--- src/rtl/pvic_pkg.sv ---
package pvic_pkg;
    localparam int unsigned LINES  = 8;
    localparam int unsigned IDX_W  = $clog2(LINES);
    localparam int unsigned VEC_W  = 8;
    localparam int unsigned BASE_W = VEC_W - IDX_W;

    typedef logic [LINES-1:0]  line_vec_t;
    typedef logic [IDX_W-1:0]  idx_t;
    typedef logic [BASE_W-1:0] base_t;
    typedef logic [VEC_W-1:0]  vec_t;

    typedef struct packed {
        logic hit;
        idx_t idx;
    } pick_t;

    typedef enum logic {
        CFG_MASK = 1'b0,
        CFG_BASE = 1'b1
    } cfg_sel_e;

    // Lowest set index wins (index 0 is the top rank).
    function automatic pick_t first_set(input line_vec_t v);
        pick_t r;
        r = '0;
        for (int i = LINES - 1; i >= 0; i--) begin
            if (v[i]) begin
                r.hit = 1'b1;
                r.idx = idx_t'(i);
            end
        end
        return r;
    endfunction

    function automatic line_vec_t one_hot(input logic en, input idx_t i);
        line_vec_t r;
        r = '0;
        if (en) r[i] = 1'b1;
        return r;
    endfunction
endpackage

--- src/rtl/pvic_cfg.sv ---
module pvic_cfg
    import pvic_pkg::*;
(
    input  logic      clk,
    input  logic      rst,
    input  logic      we_i,
    input  cfg_sel_e  sel_i,
    input  vec_t      wdata_i,
    output line_vec_t mask_o,
    output base_t     base_o
);
    line_vec_t mask_q;
    base_t     base_q;

    always_ff @(posedge clk) begin
        if (rst) begin
            mask_q <= '0;
            base_q <= '0;
        end else if (we_i) begin
            case (sel_i)
                CFG_MASK: mask_q <= wdata_i[LINES-1:0];
                CFG_BASE: base_q <= wdata_i[BASE_W-1:0];
                default:  ;
            endcase
        end
    end

    assign mask_o = mask_q;
    assign base_o = base_q;
endmodule

--- src/rtl/pvic_resolve.sv ---
module pvic_resolve
    import pvic_pkg::*;
(
    input  line_vec_t pend_i,
    input  line_vec_t mask_i,
    input  line_vec_t isr_i,
    output logic      irq_o,
    output pick_t     win_o
);
    pick_t cand;
    pick_t serv;

    always_comb begin
        cand  = first_set(pend_i & ~mask_i);
        serv  = first_set(isr_i);
        win_o = cand;
        irq_o = cand.hit && (!serv.hit || (cand.idx < serv.idx));
    end
endmodule

--- src/rtl/pvic_track.sv ---
module pvic_track
    import pvic_pkg::*;
(
    input  logic      clk,
    input  logic      rst,
    input  line_vec_t req_i,
    input  logic      take_i,
    input  idx_t      take_idx_i,
    input  logic      eoi_i,
    output line_vec_t pend_o,
    output line_vec_t isr_o
);
    line_vec_t pend_q;
    line_vec_t isr_q;
    line_vec_t take_vec;
    line_vec_t eoi_vec;
    pick_t     top_serv;

    always_comb begin
        top_serv = first_set(isr_q);
        take_vec = one_hot(take_i, take_idx_i);
        eoi_vec  = one_hot(eoi_i && top_serv.hit, top_serv.idx);
    end

    for (genvar g = 0; g < LINES; g++) begin : g_line
        always_ff @(posedge clk) begin
            if (rst) begin
                pend_q[g] <= 1'b0;
                isr_q[g]  <= 1'b0;
            end else begin
                pend_q[g] <= (pend_q[g] | req_i[g]) & ~take_vec[g];
                isr_q[g]  <= (isr_q[g] & ~eoi_vec[g]) | take_vec[g];
            end
        end
    end

    assign pend_o = pend_q;
    assign isr_o  = isr_q;
endmodule

--- src/rtl/prio_vec_irq_ctrl.sv ---
module prio_vec_irq_ctrl
    import pvic_pkg::*;
(
    input  logic       clk,
    input  logic       rst,
    input  logic [7:0] req_i,
    input  logic       cfg_we_i,
    input  logic       cfg_sel_i,
    input  logic [7:0] cfg_wdata_i,
    input  logic       ack_i,
    input  logic       eoi_i,
    output logic       irq_o,
    output logic [7:0] vec_o,
    output logic       vec_vld_o
);
    line_vec_t mask_q;
    base_t     base_q;
    line_vec_t pend_q;
    line_vec_t isr_q;
    pick_t     win;
    logic      irq_c;
    logic      take;
    vec_t      vec_q;
    logic      vld_q;

    pvic_cfg u_cfg (
        .clk    (clk),
        .rst    (rst),
        .we_i   (cfg_we_i),
        .sel_i  (cfg_sel_e'(cfg_sel_i)),
        .wdata_i(cfg_wdata_i),
        .mask_o (mask_q),
        .base_o (base_q)
    );

    pvic_resolve u_resolve (
        .pend_i(pend_q),
        .mask_i(mask_q),
        .isr_i (isr_q),
        .irq_o (irq_c),
        .win_o (win)
    );

    assign take = ack_i && irq_c;

    pvic_track u_track (
        .clk       (clk),
        .rst       (rst),
        .req_i     (req_i),
        .take_i    (take),
        .take_idx_i(win.idx),
        .eoi_i     (eoi_i),
        .pend_o    (pend_q),
        .isr_o     (isr_q)
    );

    always_ff @(posedge clk) begin
        if (rst) begin
            vec_q <= '0;
            vld_q <= 1'b0;
        end else begin
            vld_q <= take;
            if (take) vec_q <= {base_q, win.idx};
        end
    end

    assign irq_o     = irq_c;
    assign vec_o     = vec_q;
    assign vec_vld_o = vld_q;
endmodule

--- config.mk ---
export PLATFORM = sky130hd
export DESIGN_NAME = prio_vec_irq_ctrl
export DESIGN_NICKNAME = d
export VERILOG_FILES = /design/src/rtl/pvic_pkg.sv /design/src/rtl/pvic_cfg.sv /design/src/rtl/pvic_resolve.sv /design/src/rtl/pvic_track.sv /design/src/rtl/prio_vec_irq_ctrl.sv
export SDC_FILE = /design/constraint.sdc
export NUM_CORES = 1
export LEC_CHECK = 0
export BUFFER_PORTS_ARGS = -buffer_cell sky130_fd_sc_hd__buf_4
export CORE_UTILIZATION = 35
export DETAILED_ROUTE_END_ITERATION = 7
export PLACE_DENSITY_LB_ADDON = 0.2
export SETUP_SLACK_MARGIN = 0.15
export SYNTH_ARGS = -nofsm -noshare
export SYNTH_HDL_FRONTEND = slang
export SYNTH_HIERARCHICAL = 1
export SYNTH_SLANG_ARGS = --single-unit
--- constraint.sdc ---
create_clock -name clk -period 2.81 [get_ports clk]
set_input_delay 0.281 -clock clk [delete_from_list [all_inputs] [get_ports clk]]
set_output_delay 0.281 -clock clk [all_outputs]
set_load 0.01 [all_outputs]
==> results.yml, run 1 <==
cells_and_area:
  n_antenna_cell: 0
  syn_to_final_growth_pct: 24.33
  layout-drive-gt1-share_pct: 32.40
  register_area_um2: 764.5
  fillers: 536
  multi_input_area_um2: 1146
  finalNetCount: 273
synthesis:
  yosys-top-cells-area: "dfxtp_1 39%, nand2b_1 6.8%, nor2_1 5.6%, mux2i_1 5.2%, a21oi_1 3.9%"
  syn_area_per_cell_um2: 8.926
  synth-seq-cells: 38
  yosysTopAreaCellShare_pct: 39.45
  synth_ff_type: "dfxtp_1"
  yosysSeqAreaShare_pct: 39.45
  synthCells: 216
  yosysTopAreaCell: "dfxtp_1"
  synth_edf_count: 0
  synthDistinctLibCells: 45
  yosysWarnings: 6
  syn-cell-area_um2: 1928
  async_reset_ff_share_pct: 0
  synthesis.nets: 240
worst_hold_path:
  min_from: "req_i[5]"
  min_to: "u_track/pend_o[5]"
  hp-class: "input pin to flip-flop"
  whs_path_depth: 3
sta:
  worst_pin_slew_ns: 0.4194
  fin_crit_sh_pct: 88.77
  slew_headroom_pct: 71.75
  hold_violations: 0
  worst_slack_ns: 0.3156
  setup-tns-final_ns: 0
  rsz0062_at_grt: "true"
  drv_slew: 0
  fmax_ghz: 0.4009
  period_needed_ns: 2.494
  worst_hold_slack_ns: 0.2673
  skew_ns: 0.008647
  setup_viol: 0
worst_setup_path:
  setup.worst_path.end_class: "flip-flop"
  critPathMaxStageDelay_ns: 0.36
  r2r_end: "u_track/isr_o[6]"
  cp_data_arrival_time_ns: 2.71
  crit_chain: "inv_1 -> o21ai_1 -> nand3b_1 -> a31oi_4 -> ha_1 -> o21a_1 -> o22ai_1 -> o21a_1 -> and2_4 -> nand2b_4 -> o221a_4 -> a211oi_2"
  regToRegSetupSlack_ns: 0.32
  reg2reg_from: "u_track/pend_o[7]"
  cp_max_fo: 5
  critical_path_class: "flip-flop to flip-flop"
  cp-start-kind: "flip-flop"
  ff2ff_path_depth: 12
  worstPathRequired_ns: 3.02
  crit_path_top_delay_cell: "dfxtp_2"
  cp_common_cell: "o21a_1"
power_and_ir_drop:
  p_leak_nw: 0.9320
  ir_drop_mv: 0.3346
  power_density_nw_per_um2: 618.6
detailed_routing:
  drc: 0
  drt_iter0_markers: 38
  wl_per_cell_um: 12.39
  vias_per_cell: 4.888
  ant_nets: 0
  drtPass1Iterations: 4
  totalWireLength_um: 3965
  route.vias.total: 1564
floorplanning:
  fp.dieH_um: 76.22
  io_pins: 32
  design.die.area_um2: 5809
  core-area_um2: 5205
  die_x_um: 76.22
  std_cell_rows: 26
  initial_core_util_pct: 37.04
place:
  io_buffers: 31
  dp_hpwl_um: 2909
  gp_congestion: 0.7926
  post-place-ws_ns: 0.2540
cts:
  clkTransAtPathRegs_ns: 0.08
  cts_tree: "done"
  cts.path.max_buffers: 2
  cts_buffers: 5
  clk_latency_ns: 0.28
  cts.sinks: 38
  root_buffer: "clkbuf_8"
  htree_num_levels: 2
status:
  status: "complete, no violations"
global_route:
  overflow: 0
  grt_pass1_vias: 1478
  grt_max_degree: 47
  grt_pass1_wl_um: 6782
  grt.total_usage_pct: 14.48
  antenna_found_initial: 0
flow_run:
  drv_cap: 0
metal layers:
layer / track usage (%) / share of wire [%] / up-vias
li1: - / - / 813
met1: 19.20 / 50 / 726
met2: 23.33 / 46 / 23
met3: 3.114 / 3.3 / 2
met4: 4.615 / 0.48 / 0
met5: 0 / 0 / -
state kept, by name, indices dropped and copies added, names as in the netlist:
signal / cells
u_cfg/base_o: 5
u_cfg/mask_o: 8
u_track/isr_o: 8
u_track/pend_o: 8
vec_o: 8
vec_vld_o: 1
how the worst max path moves through the flow:
stage	start	end	depth (start not counted)
after floorplan	u_cfg/mask_o[3]	u_track/isr_o[6]	12
after global placement	u_track/pend_o[7]	u_track/isr_o[5]	13
after detailed placement	u_track/pend_o[7]	u_track/isr_o[5]	13
after CTS	u_track/pend_o[7]	irq_o	10
after global routing	u_cfg/mask_o[0]	u_track/isr_o[5]	13
final	u_track/pend_o[7]	u_track/isr_o[6]	12
placed cells by master, fill, tap and decap left out, drive strengths merged:
cell	netlist	final
o221a	1	1
nand4bb	3	3
ha	2	2
and2b	1	1
nor2b	5	5
mux2i	10	10
buf	6	36
o21ai	8	8
o22ai	1	1
nand2b	26	26
nor3b	2	2
a21oi	15	15
clkbuf	4	6
or3	1	1
a21bo	8	8
clkinv	0	1
and2	1	1
o211ai	1	1
nand2	7	7
a211oi	1	1
o31ai	1	1
a31oi	2	2
or4	1	1
a211o	1	1
nor3	14	14
nand4	1	1
dfxtp	38	38
nor4	1	1
nor2	29	29
nand3	11	11
inv	8	8
o21a	3	3
a311oi	1	1
clkinvlp	0	1
nand3b	2	2
through the flow:
| step | total power [mW] | instances | utilization, % | instance area, um^2 |
|---|---|---|---|---|
| detailed placement | 1.086 | 310 | 43.56 | 2267 |
| finish | 1.483 | 320 | 46.06 | 2397 |
| CTS | 1.486 | 318 | 45.46 | 2366 |
| global placement | 1.083 | 310 | 43.56 | 2267 |
| global route | 1.581 | 320 | 46.06 | 2397 |
| floorplan | 0.9810 | 216 | - | 2003 |
cells by family (layout without fill, tap and decap cells):
kind of cell | count (synthesis) | in the layout | synth area share (%)
simple gates | 105 | 105 | 32.19
compound gates | 43 | 43 | 16.42
flops | 38 | 38 | 39.45
buf+inv | 18 | 52 | 5.450
mux | 10 | 10 | 5.192
fa+ha+maj | 2 | 2 | 1.298
synth_stat cells (2+ instances only):
| cell | instances |
|---|---|
| nand2b_1 | 21 |
| o21a_1 | 3 |
| o21ai_0 | 3 |
| nand3b_1 | 2 |
| dfxtp_1 | 38 |
| clkbuf_1 | 4 |
| nor2b_1 | 3 |
| inv_1 | 8 |
| nand2_1 | 6 |
| nor3b_1 | 2 |
| a21oi_1 | 15 |
| nand2b_2 | 3 |
| a21bo_2 | 6 |
| nor2_1 | 29 |
| nand4bb_1 | 3 |
| nor3_1 | 13 |
| mux2i_1 | 10 |
| a21bo_1 | 2 |
| o21ai_1 | 5 |
| nand3_1 | 11 |
| nand2b_4 | 2 |
| buf_6 | 3 |
| ha_1 | 2 |
critical path: cells and delay by family, from the launching register on:
kind | cells | cell delay [ns]
simple gates | 3 | 0.41
buf+inv | 1 | 0.05
flops | 1 | 0.36
fa+ha+maj | 1 | 0.25
compound gates | 7 | 1.36
power by group:
group	internal, mW	switching (mW)
clock network	0.197	0.192
logic	0.232	0.241
registers	0.583	0.0372
area by class of cell:
| type | instances | area share [%] |
|---|---|---|
| Tap cell | 70 | 3.653 |
| Clock buffer | 6 | 3.445 |
| Timing Repair Buffer | 36 | 11.43 |
| Clock inverter | 2 | 0.5219 |
| Sequential cell | 38 | 31.89 |
| Multi-Input combinational cell | 160 | 47.81 |
| Inverter | 8 | 1.253 |
what timing repair did:
action	4_1_cts	5_1_grt
pin swaps	0	3
endpoints found under the setup margin	1	7
gates resized for setup	1	7
buffers inserted	0	2
hold endpoints to repair	0	0
hold buffers	0	0
Note: power is estimated with default switching activity, not from simulation.
==> run 2: changes to the inputs <==
--- a/config.mk
+++ b/config.mk
@@ -11,3 +11,5 @@
 export PLACE_DENSITY_LB_ADDON = 0.2
+export RECOVER_POWER = 100
 export SETUP_SLACK_MARGIN = 0.15
+export SLEW_MARGIN = 20
 export SYNTH_ARGS = -nofsm -noshare
--- a/constraint.sdc
+++ b/constraint.sdc
@@ -3,2 +3,2 @@
 set_output_delay 0.281 -clock clk [all_outputs]
-set_load 0.01 [all_outputs]
+set_load 0.005 [all_outputs]
==> run 2 against run 1 <==
The run now ends with capacitance limit, slew limit left; largest power group unchanged; fmax shrank 3.2%; largest cell class unchanged; total power increased by 3.1%; combinational power shrank 4.4%; worst setup slack worse by 0.082 ns; first-iteration DRC count is 130% higher.
==> results.yml, run 2 (synthesis results as in run 1) <==
flow_run:
  drv_cap: 1
cts:
  cts_tree: "done"
  root_buffer: "clkbuf_8"
  cts.sinks: 38
  clk_latency_ns: 0.29
  ctsHoldBuffers: 0
  clkTransAtPathRegs_ns: 0.08
  htree_num_levels: 2
  cts.path.max_buffers: 2
  cts_buffers: 5
detailed_routing:
  drt_iter0_markers: 88
  ant_nets: 0
  route.vias.total: 1596
  drc: 0
  vias_per_cell: 4.988
  drtPass1Iterations: 4
  wl_per_cell_um: 13.22
  totalWireLength_um: 4231
worst_setup_path:
  cp-start-kind: "flip-flop"
  cp_max_fo: 4
  crit_chain: "nand2b_4 -> o21ai_2 -> nor3b_4 -> nor2b_4 -> ha_4 -> a211o_1 -> nor3_1 -> o21a_1 -> and2_4 -> nand2_2 -> nor2_1 -> nor2_1 -> a311oi_1"
  setup.worst_path.end_class: "flip-flop"
  crit_path_top_delay_cell: "dfxtp_1"
  critPathMaxStageDelay_ns: 0.34
  cp_data_arrival_time_ns: 2.77
  crit_start: "u_cfg/mask_o[0]"
  cp_common_cell: "nor2_1"
  reg2reg_from: "u_cfg/mask_o[0]"
  critical_path_class: "flip-flop to flip-flop"
  worstPathRequired_ns: 3.00
sta:
  rsz0062_at_grt: "false"
  worst_hold_slack_ns: 0.2548
  worst_pin_slew_ns: 1.753
  period_needed_ns: 2.577
  fmax_ghz: 0.3881
  slew_headroom_pct: -16.87
  hold_violations: 0
  fin_crit_sh_pct: 91.69
  drv_slew: 47
  setup_viol: 0
  skew_ns: 0.007335
  setup-tns-final_ns: 0
worst_hold_path:
  min_from: "req_i[5]"
  hp-class: "input pin to flip-flop"
global_route:
  overflow: 0
  grt_max_degree: 47
  antenna_found_initial: 0
  grt_pass1_wl_um: 7417
  grt_pass1_vias: 1629
  grt.total_usage_pct: 15.87
cells_and_area:
  multi_input_area_um2: 1131
  final_common_cell: "dfxtp_1"
  n_antenna_cell: 0
  syn_to_final_growth_pct: 23.56
  layout-drive-gt1-share_pct: 30.00
  register_area_um2: 762.0
  final_cell_area_um2: 2382
  finalNetCount: 273
  mostFrequentLayoutCells: "37 x dfxtp_1, 28 x nor2_1, 25 x buf_4"
  fillers: 539
floorplanning:
  design.die.area_um2: 5809
  core-area_um2: 5205
  fp.dieH_um: 76.22
  std_cell_rows: 26
  io_pins: 32
  die_x_um: 76.22
  initial_core_util_pct: 37.04
status:
  violations: "capacitance limit, slew limit"
  status: "complete, but fails checks"
place:
  gp_congestion: 0.8102
  io_buffers: 31
  dp_hpwl_um: 3081
  placed_area_um2: 2246
power_and_ir_drop:
  ir_drop_mv: 0.3000
  power_density_nw_per_um2: 642.1
  p_total_mw: 1.530
  p_leak_nw: 0.9271
## run 2: layout make-up
cell class | instances | share of cell area, %
Timing Repair Buffer | 36 | 11.03
Multi-Input combinational cell | 160 | 47.48
Clock buffer | 5 | 2.889
Inverter | 8 | 1.261
Sequential cell | 38 | 31.99
Clock inverter | 3 | 1.681
Tap cell | 70 | 3.676
## run 2: stage by stage
| stage | setup slack, ns | instances | utilization, % |
|---|---|---|---|
| global placement | 0.1553 | 310 | 43.15 |
| CTS | 0.1109 | 320 | 45.79 |
| detailed placement | 0.08958 | 310 | 43.15 |
| floorplan | 0.1597 | 216 | - |
| global route | 0.08234 | 320 | 45.77 |
| finish | 0.2335 | 320 | 45.77 |
## run 2: critical path: cells and delay by family, from the launching register on
family / cells / cell delay (ns)
simple gates: 8 / 1.22
fa+ha+maj: 1 / 0.21
compound gates: 4 / 0.73
flops: 1 / 0.34
## run 2: worst paths after layout
check | to | slack, ns | cells past startpoint
min | u_track/pend_o[5] | 0.25 | 3
max reg2reg | u_track/isr_o[7] | 0.23 | 13
min reg2reg | u_cfg/mask_o[6] | 0.47 | 2
max | u_track/isr_o[7] | 0.23 | 13
## run 2: what timing repair did
action,CTS,global route
setup endpoints to repair,3,24
pin swaps,2,3
gates resized for setup,4,8
setup buffers,2,0
## run 2: per-layer routing
layer / routed length (um) / vias up / GRT usage (%)
met4: 52 / 0 / 5.769
met5: 0 / - / 0
li1: - / 811 / -
met2: 1998 / 27 / 26.76
met3: 128 / 5 / 3.353
met1: 2053 / 753 / 19.82
## run 2: power by group
group | total, mW | switching (mW) | internal, mW
Combinational | 0.453 | 0.236 | 0.217
Sequential | 0.621 | 0.0377 | 0.583
Clock | 0.456 | 0.195 | 0.261
